### src/rtl/rxw_pkg.sv
package rxw_pkg;

  typedef enum logic {
    WAKE_ON_IDLE = 1'b0,
    WAKE_ON_MARK = 1'b1
  } wake_mode_e;

  // Bit times in one full character: start + data (+ ninth) + stop
  function automatic int unsigned char_bits(input int unsigned data_w, input logic ninth);
    return data_w + 2 + (ninth ? 1 : 0);
  endfunction

endpackage

### src/rtl/rxw_frame_track.sv
module rxw_frame_track (
  input  logic clk,
  input  logic rst,
  input  logic bit_tick,
  input  logic start_det,
  input  logic frame_done,
  input  logic after_stop,
  output logic hold_count
);

  logic in_frame_q;

  always_ff @(posedge clk) begin
    if (rst) begin
      in_frame_q <= 1'b0;
    end else if (bit_tick) begin
      if (frame_done)
        in_frame_q <= 1'b0;
      else if (start_det)
        in_frame_q <= 1'b1;
    end
  end

  // In stop-bit counting mode every bit time from start through stop is masked
  assign hold_count = after_stop & (in_frame_q | start_det | frame_done);

endmodule

### src/rtl/rxw_idle_count.sv
module rxw_idle_count #(
  parameter int unsigned DATA_W = 8,
  parameter int unsigned CNT_W  = $clog2(DATA_W + 4)
) (
  input  logic clk,
  input  logic rst,
  input  logic bit_tick,
  input  logic rxd,
  input  logic hold,
  input  logic nine_bit,
  output logic idle_hit
);
  import rxw_pkg::*;

  localparam logic [CNT_W-1:0] LIMIT8 = CNT_W'(char_bits(DATA_W, 1'b0));
  localparam logic [CNT_W-1:0] LIMIT9 = CNT_W'(char_bits(DATA_W, 1'b1));

  logic [CNT_W-1:0] cnt_q, cnt_d, limit;

  assign limit = nine_bit ? LIMIT9 : LIMIT8;

  always_comb begin
    cnt_d = cnt_q;
    if (bit_tick) begin
      if (!rxd || hold)
        cnt_d = '0;
      else if (cnt_q < limit)
        cnt_d = cnt_q + 1'b1;
    end
  end

  always_ff @(posedge clk) begin
    if (rst) cnt_q <= '0;
    else     cnt_q <= cnt_d;
  end

  // Fires once, on the bit time that brings the count up to the limit
  assign idle_hit = bit_tick & (cnt_d == limit) & (cnt_q != limit);

endmodule

### src/rtl/rxw_addr_mark.sv
module rxw_addr_mark (
  input  logic frame_done,
  input  logic nine_bit,
  input  logic rx_data_msb,
  input  logic rx_ninth,
  output logic mark_hit
);

  logic top_bit;

  assign top_bit  = nine_bit ? rx_ninth : rx_data_msb;
  assign mark_hit = frame_done & top_bit;

endmodule

### src/rtl/rxw_sleep_ctrl.sv
module rxw_sleep_ctrl (
  input  logic clk,
  input  logic rst,
  input  logic wake_sel,
  input  logic sleep_set,
  input  logic idle_hit,
  input  logic mark_hit,
  input  logic rx_full_in,
  output logic asleep,
  output logic wake_pulse,
  output logic rx_full_out
);
  import rxw_pkg::*;

  wake_mode_e mode;
  logic       cond, wake_ev, asleep_d;

  assign mode     = wake_mode_e'(wake_sel);
  assign cond     = (mode == WAKE_ON_MARK) ? mark_hit : idle_hit;
  assign wake_ev  = asleep & cond & ~sleep_set;
  assign asleep_d = sleep_set | (asleep & ~cond);

  always_ff @(posedge clk) begin
    if (rst) begin
      asleep      <= 1'b0;
      wake_pulse  <= 1'b0;
      rx_full_out <= 1'b0;
    end else begin
      asleep      <= asleep_d;
      wake_pulse  <= wake_ev;
      rx_full_out <= rx_full_in & ~asleep_d;
    end
  end

endmodule

### src/rtl/rxw_wakeup.sv
module rxw_wakeup #(
  parameter int unsigned DATA_W = 8
) (
  input  logic clk,
  input  logic rst,
  input  logic wake_sel,
  input  logic idle_after_stop,
  input  logic nine_bit,
  input  logic sleep_set,
  input  logic bit_tick,
  input  logic rxd,
  input  logic start_det,
  input  logic frame_done,
  input  logic rx_data_msb,
  input  logic rx_ninth,
  input  logic rx_full_in,
  output logic asleep,
  output logic wake_pulse,
  output logic rx_full_out
);

  localparam int unsigned CNT_W = $clog2(DATA_W + 4);

  logic hold_count, idle_hit, mark_hit;

  rxw_frame_track u_frame (
    .clk        (clk),
    .rst        (rst),
    .bit_tick   (bit_tick),
    .start_det  (start_det),
    .frame_done (frame_done),
    .after_stop (idle_after_stop),
    .hold_count (hold_count)
  );

  rxw_idle_count #(.DATA_W(DATA_W), .CNT_W(CNT_W)) u_idle (
    .clk      (clk),
    .rst      (rst),
    .bit_tick (bit_tick),
    .rxd      (rxd),
    .hold     (hold_count),
    .nine_bit (nine_bit),
    .idle_hit (idle_hit)
  );

  rxw_addr_mark u_mark (
    .frame_done  (frame_done),
    .nine_bit    (nine_bit),
    .rx_data_msb (rx_data_msb),
    .rx_ninth    (rx_ninth),
    .mark_hit    (mark_hit)
  );

  rxw_sleep_ctrl u_sleep (
    .clk         (clk),
    .rst         (rst),
    .wake_sel    (wake_sel),
    .sleep_set   (sleep_set),
    .idle_hit    (idle_hit),
    .mark_hit    (mark_hit),
    .rx_full_in  (rx_full_in),
    .asleep      (asleep),
    .wake_pulse  (wake_pulse),
    .rx_full_out (rx_full_out)
  );

endmodule

### config.mk
export PLATFORM = sky130hd
export DESIGN_NAME = rxw_wakeup
export DESIGN_NICKNAME = d
export VERILOG_FILES = /design/src/rtl/rxw_pkg.sv /design/src/rtl/rxw_frame_track.sv /design/src/rtl/rxw_idle_count.sv /design/src/rtl/rxw_addr_mark.sv /design/src/rtl/rxw_sleep_ctrl.sv /design/src/rtl/rxw_wakeup.sv
export SDC_FILE = /design/constraint.sdc
export NUM_CORES = 1
export LEC_CHECK = 0
export ABC_AREA = 1
export BUFFER_PORTS_ARGS = -buffer_cell sky130_fd_sc_hd__buf_2
export CAP_MARGIN = 20
export CORE_MARGIN = 4
export CORE_UTILIZATION = 30
export CTS_BUF_LIST = sky130_fd_sc_hd__clkbuf_2 sky130_fd_sc_hd__clkbuf_4 sky130_fd_sc_hd__clkbuf_8
export CTS_CLUSTER_DIAMETER = 120
export DETAILED_ROUTE_END_ITERATION = 8
export GPL_TIMING_DRIVEN = 1
export PLACE_DENSITY = 0.57
export SETUP_SLACK_MARGIN = 0.02
export SLEW_MARGIN = 20
export SYNTH_ARGS = -nofsm -noshare
export SYNTH_HDL_FRONTEND = slang
export SYNTH_HIERARCHICAL = 1
export SYNTH_SLANG_ARGS = --single-unit
### constraint.sdc
create_clock -name clk -period 1.9 [get_ports clk]
set_input_delay 0.19 -clock clk [delete_from_list [all_inputs] [get_ports clk]]
set_output_delay 0.19 -clock clk [all_outputs]
set_load 0.1 [all_outputs]
### Word level (Yosys, flattened, before mapping)

Cells that the tools add are included.

| word-level totals | value |
|---|---|
| word-level logic and storage cells | 35 |
| register bits after elaboration | 8 |
| output and inout port bits | 3 |

| cells by class | value |
|---|---|
| multiplexer cells | 8 |
| add/subtract/negate cells | 1 |
| reductions and logical operators | 4 |
| order comparisons | 1 |
| equal/unequal tests | 2 |
| bitwise operators | 14 |

Operator list:

| cell | number |
|---|---|
| 4-bit 2-to-1 mux | 3 |
| 1-bit AND | 8 |
| 1-bit 2-to-1 mux | 5 |
| 4-bit by 1-bit adder with 4-bit output (second input constant) | 1 |
| 4-bit == test | 1 |
| 4-bit less-than comparator | 1 |
| 4-bit != test | 1 |
| 1-bit inverter | 3 |
| 1-bit bitwise OR | 3 |
| 2-bit AND reduction | 1 |
| 2-bit nonzero test | 1 |
| 1-bit zero test | 1 |
| 1-bit logical OR | 1 |

### Depth between registers and ports, before layout

Gate-level depths: netlist of run 1.

| logic depth | value |
|---|---|
| depth in word-level cells | 15 |
| gate-level depth with buffers | 16 |
| mapped depth without buffers | 16 |

### By module

The synthesis of run 1 kept the hierarchy.

By module, submodules not included:

| module | cells each | instances | area an instance (sq um) | sequential area each (sq um) |
|---|---|---|---|---|
| rxw_idle_count | 52 | 1 | 296.5 | 80.1 |
| rxw_sleep_ctrl | 14 | 1 | 117.6 | 60.1 |
| rxw_frame_track | 9 | 1 | 55.1 | 20.0 |
| rxw_addr_mark | 5 | 1 | 21.3 | 0.0 |

### Least setup slack after synthesis of run 1

No wires, ideal clock.

| timing path | value |
|---|---|
| kind | register to register |
| start point | reg u_idle.cnt_q[0] |
| end point | reg u_sleep.rx_full_out |
| arrival | 1397 ps |
| cell stages (with the launch flop) | 17 |
| slack | 392 ps |
| setup time | 111 ps |
| data required time | 1789 ps |
| clock period less this slack | 1508 ps |
| path through | dfxtp_1 > inv_1 > ha_1 > inv_1 > nand2_1 > nand2_1 > nand2_1 > nand2_1 > nand2_1 > nand3_1 > nand2_1 > nand2_1 > nor2_1 > nand2_2 > nand3_2 > nand3_1 > inv_1 |

| on the way | value |
|---|---|
| cells in the longest elaborated chain, start to end | 13 |

RTL lines:

| what | line | RTL |
|---|---|---|
| from (decl) | rxw_idle_count.sv:18 | `logic [CNT_W-1:0] cnt_q, cnt_d, limit;` |
| from (signal assigned) | rxw_idle_count.sv:34 | `else cnt_q <= cnt_d;` |
| 4-bit by 1-bit adder with 4-bit output or 4-bit less-than comparator (tied branches) | rxw_idle_count.sv:28, rxw_idle_count.sv:27 |  |
| 4-bit 2-to-1 mux | rxw_idle_count.sv:27 | `else if (cnt_q < limit)` |
| 4-bit 2-to-1 mux | rxw_idle_count.sv:25 | `if (!rxd \|\| hold)` |
| 4-bit 2-to-1 mux | rxw_idle_count.sv:24 | `if (bit_tick) begin` |
| 4-bit == test | rxw_idle_count.sv:38 | `assign idle_hit = bit_tick & (cnt_d == limit) & (cnt_q != limit);` |
| 1-bit AND | rxw_idle_count.sv:38 |  |
| 1-bit AND (*) | rxw_idle_count.sv:38 |  |
| named net idle_hit | rxw_wakeup.sv:24 | `logic hold_count, idle_hit, mark_hit;` |
| 1-bit 2-to-1 mux (*) | rxw_sleep_ctrl.sv:19 | `assign cond = (mode == WAKE_ON_MARK) ? mark_hit : idle_hit;` |
| 1-bit inverter (*) | rxw_sleep_ctrl.sv:21 | `assign asleep_d = sleep_set \| (asleep & ~cond);` |
| 1-bit AND (*) | rxw_sleep_ctrl.sv:21 |  |
| 1-bit bitwise OR (*) | rxw_sleep_ctrl.sv:21 |  |
| 1-bit inverter (*) | rxw_sleep_ctrl.sv:31 | `rx_full_out <= rx_full_in & ~asleep_d;` |
| 1-bit AND (*) | rxw_sleep_ctrl.sv:31 |  |
| to (signal assigned) | rxw_sleep_ctrl.sv:31 |  |
| to (decl) | rxw_sleep_ctrl.sv:11 | `output logic rx_full_out` |

The timed path passes the listed nets; every way through them passes the cells marked *.
A chain may end at the register's enable or synchronous reset.

### Worst setup path in the final report of run 1

Same ends and word-level chain as after synthesis.

==> results of run 1 <==
## metal layers
layer / part of all wire, % / vias to the layer above / track usage, %
li1: - / 279 / -
met1: 50 / 201 / 11.7
met2: 42 / 14 / 12.4
met3: 6.0 / 2 / 3.37
met4: 1.2 / 0 / 5.53
met5: 0 / - / 0
## registers in the layout, summed over array words and instances (netlist names)
signal	cells
u_sleep/wake_pulse	1
u_sleep/rx_full_out	1
u_idle/cnt_q	4
u_frame/in_frame_q	1
u_sleep/asleep	1
## through the flow
| step | hold WS [ns] | utilization, % | worst slack [ns] | cells |
|---|---|---|---|---|
| finish | 0.161 | 39.9 | 0.249 | 114 |
| global placement | 0.411 | 38.4 | 0.268 | 111 |
| CTS | 0.157 | 39.9 | 0.243 | 114 |
| global route | 0.189 | 39.9 | 0.0632 | 114 |
| detailed placement | 0.428 | 38.4 | 0.258 | 111 |
| floorplan | 0.252 | - | 0.392 | 80 |
## critical path, stage by stage (launching register included)
cell	delay [ns]
dfxtp_1	0.36
inv_1	0.07
ha_1	0.26
nand2_1	0.07
nor2_1	0.04
nor2_1	0.11
nand3_1	0.08
a21oi_1	0.14
nand2_1	0.07
nor2_1	0.13
nand2_2	0.08
nand3_2	0.07
nand3_1	0.07
inv_1	0.05
## cell usage in the layout (no fill, tap or decap)
cell      netlist  final
nand2_1        26     26
buf_2           0     15
inv_1          15     15
nor2_1         12     12
dfxtp_1         8      8
nand3_1         4      4
clkbuf_4        0      3
a21oi_1         3      3
ha_1            2      2
a21boi_1        1      1
o21ai_1         1      1
o21a_1          1      1
o21ai_2         1      1
nand4_1         1      1
nor3_1          1      1
nor2_2          1      1
nand2_2         1      1
nand3_2         1      1
a21oi_2         1      1
## cell families (layout without fill, tap and decap cells)
kind of cell | count (synthesis) | after routing | share of synthesized area (%)
buffers and inverters | 15 | 33 | 11.5
flip-flops | 8 | 8 | 32.7
AND/OR/NAND/NOR | 47 | 47 | 40.1
adder cells (fa/ha/maj) | 2 | 2 | 5.10
AO/OA/AOI/OAI | 8 | 8 | 10.7
## worst max-delay path by stage
stage | startpoint | end | slack (ns) | cells past startpoint
finish | u_idle/cnt_q[0]$_SDFF_PP0_ | u_sleep/rx_full_out$_SDFF_PP0_ | 0.25 | 13
global route | u_idle/cnt_q[0]$_SDFF_PP0_ | u_sleep/rx_full_out$_SDFF_PP0_ | 0.06 | 13
CTS | u_idle/cnt_q[0]$_SDFF_PP0_ | u_sleep/rx_full_out$_SDFF_PP0_ | 0.24 | 13
detailed placement | u_idle/cnt_q[0]$_SDFF_PP0_ | u_sleep/rx_full_out$_SDFF_PP0_ | 0.26 | 16
global placement | u_idle/cnt_q[0]$_SDFF_PP0_ | u_sleep/rx_full_out$_SDFF_PP0_ | 0.27 | 13
floorplan | u_idle/cnt_q[0]$_SDFF_PP0_ | u_sleep/rx_full_out$_SDFF_PP0_ | 0.39 | 16
## power by group through the flow
stage,clock network [mW],registers [mW],logic (mW)
2_1_floorplan,0,0.201,0.0372
3_3_place_gp,0,0.183,0.0824
3_5_place_dp,0,0.183,0.0826
4_1_cts,0.135,0.180,0.0829
5_1_grt,0.145,0.180,0.0922
6_report,0.125,0.180,0.0824
## final cells by class
class,instances,area (um2),share of cell area (%)
sequential,8,160,26.3
clock buffer,3,22.5,3.70
tap,16,20.0,3.29
inverter,15,56.3,9.26
multi-input combinational,57,274,45.1
timing repair buffer,15,75.1,12.3
==> summary.md, run 1 <==
| Metric | Value |
|---|---|
| Count of endpoints failing hold in the final timing report | 0 |
| GR Util All Layers | 9.04% |
| Buffer depth of the longest clock path | 2 |
| Largest driver fanout on the critical path | 4 |
| FF-to-FF path depth | 13 |
| Global-route wire length before repair | 1680 um |
| Total negative slack | 0 ns |
| Nature of the critical path startpoint | register |
| Area fraction of the dominant cell type after synthesis | 32.7% |
| Gate count after technology mapping | 80 |
| DRC | 0 |
| Average routed wire per standard cell | 9.04 um |
| Antenna violations before repair | 0 |
| # H-tree levels | 1 |
| Initial DRC count | 6 |
| Insertion delay of the later-clocked pin in the worst-skew pair | 0.25 ns |
| Net count of the mapped netlist | 95 |
| Number of distinct standard cells referenced by the synthesized netlist | 17 |
| Via count normalized by instance count | 4.35 |
| R2R setup slack | 0.25 ns |
| Summed instance area of the synthesized netlist | 490 um2 |
| Post CTS Setup Buffer Count | 0 |
| Leading register cell type out of synthesis | dfxtp_1 |
| Core area | 1520 um2 |
| Worst Tran Pin Value | 0.484 ns |
| Count of nets after finishing | 115 |
| Sequential cell fraction of total power | 46.4% |
| Switching Share | 29.1% |
| Share of the clock period used by the worst path | 86.9% |
| Launch point of the worst reg-to-reg path | u_idle/cnt_q[0]$_SDFF_PP0_ |
| Max VDD drop | 0.400 mV |
| Count of antenna-violating nets left after detailed routing | 0 |
| Worst max-slew margin expressed relative to the limit | 67.9% |
| Largest net degree at the start of global routing | 9 |
| Terminus of the critical flop-to-flop path | u_sleep/rx_full_out$_SDFF_PP0_ |
| Final period demand of the worst path | 1.65 ns |
| Top Ports | 16 |
| Total of fill cells in the finished design | 173 |
| Cell type contributing the most total cell area after synthesis | dfxtp_1 |
| Clk sinks | 8 |
| Relative area change from synthesis to final layout | 24.0% |
| Detailed-placement wirelength estimate | 847 um |
| Category of the most critical setup path | register to register |
| Routed via count | 496 |
| DIE WIDTH | 48.4 um |
| Worst min-delay path endpoint | u_sleep/rx_full_out$_SDFF_PP0_ |
| Total power consumption of the routed design | 387 uW |
| Detailed-routing iteration count for the pre-antenna-repair pass | 4 |
| Site row count | 14 |
| Number of antenna diodes | 0 |
| Final number of setup-violating endpoints | 0 |
| Arrival time of the worst setup path | 1.85 ns |
| Gr ovfl total | 0 |
| Static power due to leakage | 0.331 nW |
| Status | finished clean |
| Port-buffer cells | 15 |
| Class of the worst hold path | input pin to register |
| Dominant cell by count in the synthesized netlist | nand2_1 |
| Effective utilization at floorplan | 32.2% |
| Critical path capture point type | register |
| Total Die Area | 2350 um2 |
| Number of flops mapped to enable cells by yosys | 0 |
| DIE HEIGHT | 48.4 um |
| Required time of the worst setup path | 2.10 ns |
| Pwr dens | 636 nW/um2 |
| Final weighted congestion in routability-driven placement | 0.760 |
| Peak Freq | 606 MHz |
| Switching component of the power | 113 uW |
| Unrepaired setup endpoints after global routing | no |
| Post-detailed-placement cell area | 586 um2 |
| Number of max-slew violations in the final report | 0 |
| CTS buffer count | 3 |
| Post-synthesis async set-or-reset flop share | 0% |
| Synth area leaders | dfxtp_1 33%, nand2_1 20%, inv_1 11% |
| Hold path depth | 3 |
| Part of the power in the clock network | 32.3% |
| Cell-internal power | 274 uW |
| Clock slew at reported path FFs | 0.05 ns |
| Top cells by count, synth | 26 x nand2_1, 15 x inv_1, 12 x nor2_1 |
| TritonCTS clock tree | done |
| Total Wirelength | 1030 um |
| Number of register bits inferred by synthesis | 8 |
| Sequential-to-total area share from yosys stat | 32.7% |
| Total non-filler cell area in the finished layout | 608 um2 |
| Warnings, synthesis | 6 |
| Layout cells sized above 1 | 23.5% |
| Hold buffer count at CTS | 0 |
| Clock Tree Root | clkbuf_4 |
| Average footprint of a synthesized cell | 6.13 um2 |
| Hold path start | rx_full_in |
| Number of max-capacitance violations reported | 0 |
| Post-cts sizing count | 0 |
| Worst-case clock skew | 0.00207 ns |
| Via count of the first global-routing pass | 427 |
| Share of total power in combinational logic | 21.3% |
Power figures use the tool's default switching activity.
==> run 2, diff against run 1 <==
Settings changed: CELL_PAD_IN_SITES_DETAIL_PLACEMENT set to 1, CELL_PAD_IN_SITES_GLOBAL_PLACEMENT set to 1, PLACE_DENSITY 0.57 to 0.77.
==> summary.md, run 2 (synthesized netlist as in run 1, its figures left out) <==
| Metric | Value |
|---|---|
| Hold Slack | 0.165 ns (+0.00355 ns) |
| Number of max-slew violations in the final report | 0 (unchanged) |
| Leading cell types in the layout, fill and taps excluded | 26 x nand2_1, 15 x buf_2, 15 x inv_1 |
| Static power due to leakage | 0.331 nW (+0.10%) |
| Gr ovfl total | 0 (unchanged) |
| TritonCTS clock tree | done |
| Arrival time of the worst setup path | 1.83 ns (-0.02 ns) |
| Worst-case clock skew | 0.00162 ns (-0.000444 ns) |
| DIE WIDTH | 48.4 um (unchanged) |
| Detailed-routing iteration count for the pre-antenna-repair pass | 2 (-2) |
| Port-buffer cells | 15 (unchanged) |
| Critical path capture point type | register |
| Clock slew at reported path FFs | 0.05 ns (about the same) |
| Category of the most critical setup path | register to register |
| Class of the worst hold path | input pin to register |
| Combined flip-flop and latch cell area | 161 um2 (+0.78%) |
| Via count normalized by instance count | 4.58 (+5.2%) |
| Number of antenna diodes | 0 (unchanged) |
| Count of antenna-violating nets left after detailed routing | 0 (unchanged) |
| Nature of the critical path startpoint | register |
| # H-tree levels | 1 (unchanged) |
| Core area | 1520 um2 (unchanged) |
| Total negative slack | 0 ns (unchanged) |
| Hold buffer count at CTS | 0 (unchanged) |
| Clk sinks | 8 (unchanged) |
| Global-route wire length before repair | 2040 um (+21%) |
| Relative area change from synthesis to final layout | 24.2% |
| Clock Tree Root | clkbuf_4 |
| # placed instances | 111 (unchanged) |
| GR Util All Layers | 10.8% (+1.7 points) |
| Worst Tran Pin Value | 0.488 ns (+0.00396 ns) |
| Final number of setup-violating endpoints | 0 (unchanged) |
| Unrepaired setup endpoints after global routing | no |
| Site row count | 14 (unchanged) |
| Count of non-filler cells in the finished layout | 114 (unchanged) |
| Top Ports | 16 (unchanged) |
| Effective utilization at floorplan | 32.2% (unchanged) |
| Peak Freq | 611 MHz (+0.83%) |
| Layout cells sized above 1 | 24.5% (+1.0 points) |
| Final period demand of the worst path | 1.64 ns (-0.0137 ns) |
| Total Die Area | 2350 um2 (unchanged) |
| Largest driver fanout on the critical path | 4 (unchanged) |
| DIE HEIGHT | 48.4 um (unchanged) |
| Total power consumption of the routed design | 387 uW (about the same) |
| Largest net degree at the start of global routing | 9 (unchanged) |
| Detailed-placement wirelength estimate | 1010 um (+19%) |
| Total of fill cells in the finished design | 223 (+29%) |
| Most frequent standard cell in the layout excluding fill and tap cells | nand2_1 |
| DRC | 0 (unchanged) |
| Antenna violations before repair | 0 (unchanged) |
| Top reg by flops | u_idle/cnt_q |
| Total Wirelength | 1160 um (+12%) |
| Final weighted congestion in routability-driven placement | 0.746 (-1.8%) |
| Pwr dens | 635 nW/um2 (-0.27%) |
| Number of max-capacitance violations reported | 0 (unchanged) |
| Required time of the worst setup path | 2.09 ns (about the same) |
| Total non-filler cell area in the finished layout | 609 um2 (+0.21%) |
| Max VDD drop | 0.301 mV (-25%) |
| Post-detailed-placement cell area | 586 um2 (unchanged) |
| Status | finished clean |
| Worst max-slew margin expressed relative to the limit | 67.7% (-0.26 points) |
| Count of nets after finishing | 115 (unchanged) |
| Count of endpoints failing hold in the final timing report | 0 (unchanged) |
| Multi-input gate area | 274 um2 (unchanged) |
| Via count of the first global-routing pass | 545 (+28%) |
| Routed via count | 522 (+5.2%) |
| Number of flip-flops in the largest register | 4 (unchanged) |
| Buffer depth of the longest clock path | 2 (unchanged) |
| Initial DRC count | 3 (-3) |
| Average routed wire per standard cell | 10.1 um (+12%) |
| Insertion delay of the later-clocked pin in the worst-skew pair | 0.24 ns (about the same) |
| Share of the clock period used by the worst path | 86.2% (-0.72 points) |
| CTS buffer count | 3 (unchanged) |
run 2: final cells by class:
class | instances | share of cell area [%]
Multi-Input combinational cell | 57 | 45.0
Sequential cell | 8 | 26.5
Timing Repair Buffer | 15 | 12.3
Inverter | 15 | 9.24
Clock buffer | 3 | 3.70
Tap cell | 16 | 3.29
run 2: per-stage QoR:
step,setup slack [ns],utilization (%)
6_report,0.263,40.0
5_1_grt,0.0652,40.0
4_1_cts,0.182,39.9
3_5_place_dp,0.199,38.4
3_3_place_gp,0.230,38.4
2_1_floorplan,0.392,-
run 2: worst paths after layout:
check	startpoint	to	slack, ns	depth (start not counted)
setup / recovery	u_idle/cnt_q[0]$_SDFF_PP0_	u_sleep/rx_full_out$_SDFF_PP0_	0.26	13
hold reg to reg	u_frame/in_frame_q$_SDFFE_PP0P_	u_frame/in_frame_q$_SDFFE_PP0P_	0.47	2
setup reg to reg	u_idle/cnt_q[0]$_SDFF_PP0_	u_sleep/rx_full_out$_SDFF_PP0_	0.26	13
hold / removal	rx_full_in	u_sleep/rx_full_out$_SDFF_PP0_	0.16	3
run 2: where the power goes:
group | total, mW | leakage (nW) | switching [mW] | internal (mW)
registers | 0.181 | 0.0658 | 0.00546 | 0.175
clock network | 0.123 | 0.0138 | 0.0516 | 0.0719
logic | 0.0828 | 0.252 | 0.0550 | 0.0278
total | 0.387 | 0.331 | 0.112 | 0.275
run 2: what timing repair did:
item	4_1_cts	5_1_grt
setup endpoints to repair	0	1
buffers inserted	0	0
gates resized for setup	0	1
run 2: routing by layer:
| metal | track usage (%) | share of wire [%] | up-vias |
|---|---|---|---|
| met5 | 0 | 0 | - |
| met4 | 6.91 | 1.1 | 0 |
| met3 | 2.45 | 5.3 | 2 |
| met2 | 18.5 | 49 | 9 |
| met1 | 11.6 | 44 | 232 |
| li1 | - | - | 279 |
run 2: worst max-delay path, cell delays in order, from the launching register on:
cell     delay (ns)
dfxtp_2        0.35
inv_1          0.06
ha_1           0.26
nand2_1        0.06
nor2_1         0.04
nor2_1         0.09
nand3_1        0.08
a21oi_1        0.16
nand2_1        0.07
nor2_1         0.13
nand2_2        0.08
nand3_2        0.07
nand3_1        0.07
inv_1          0.05
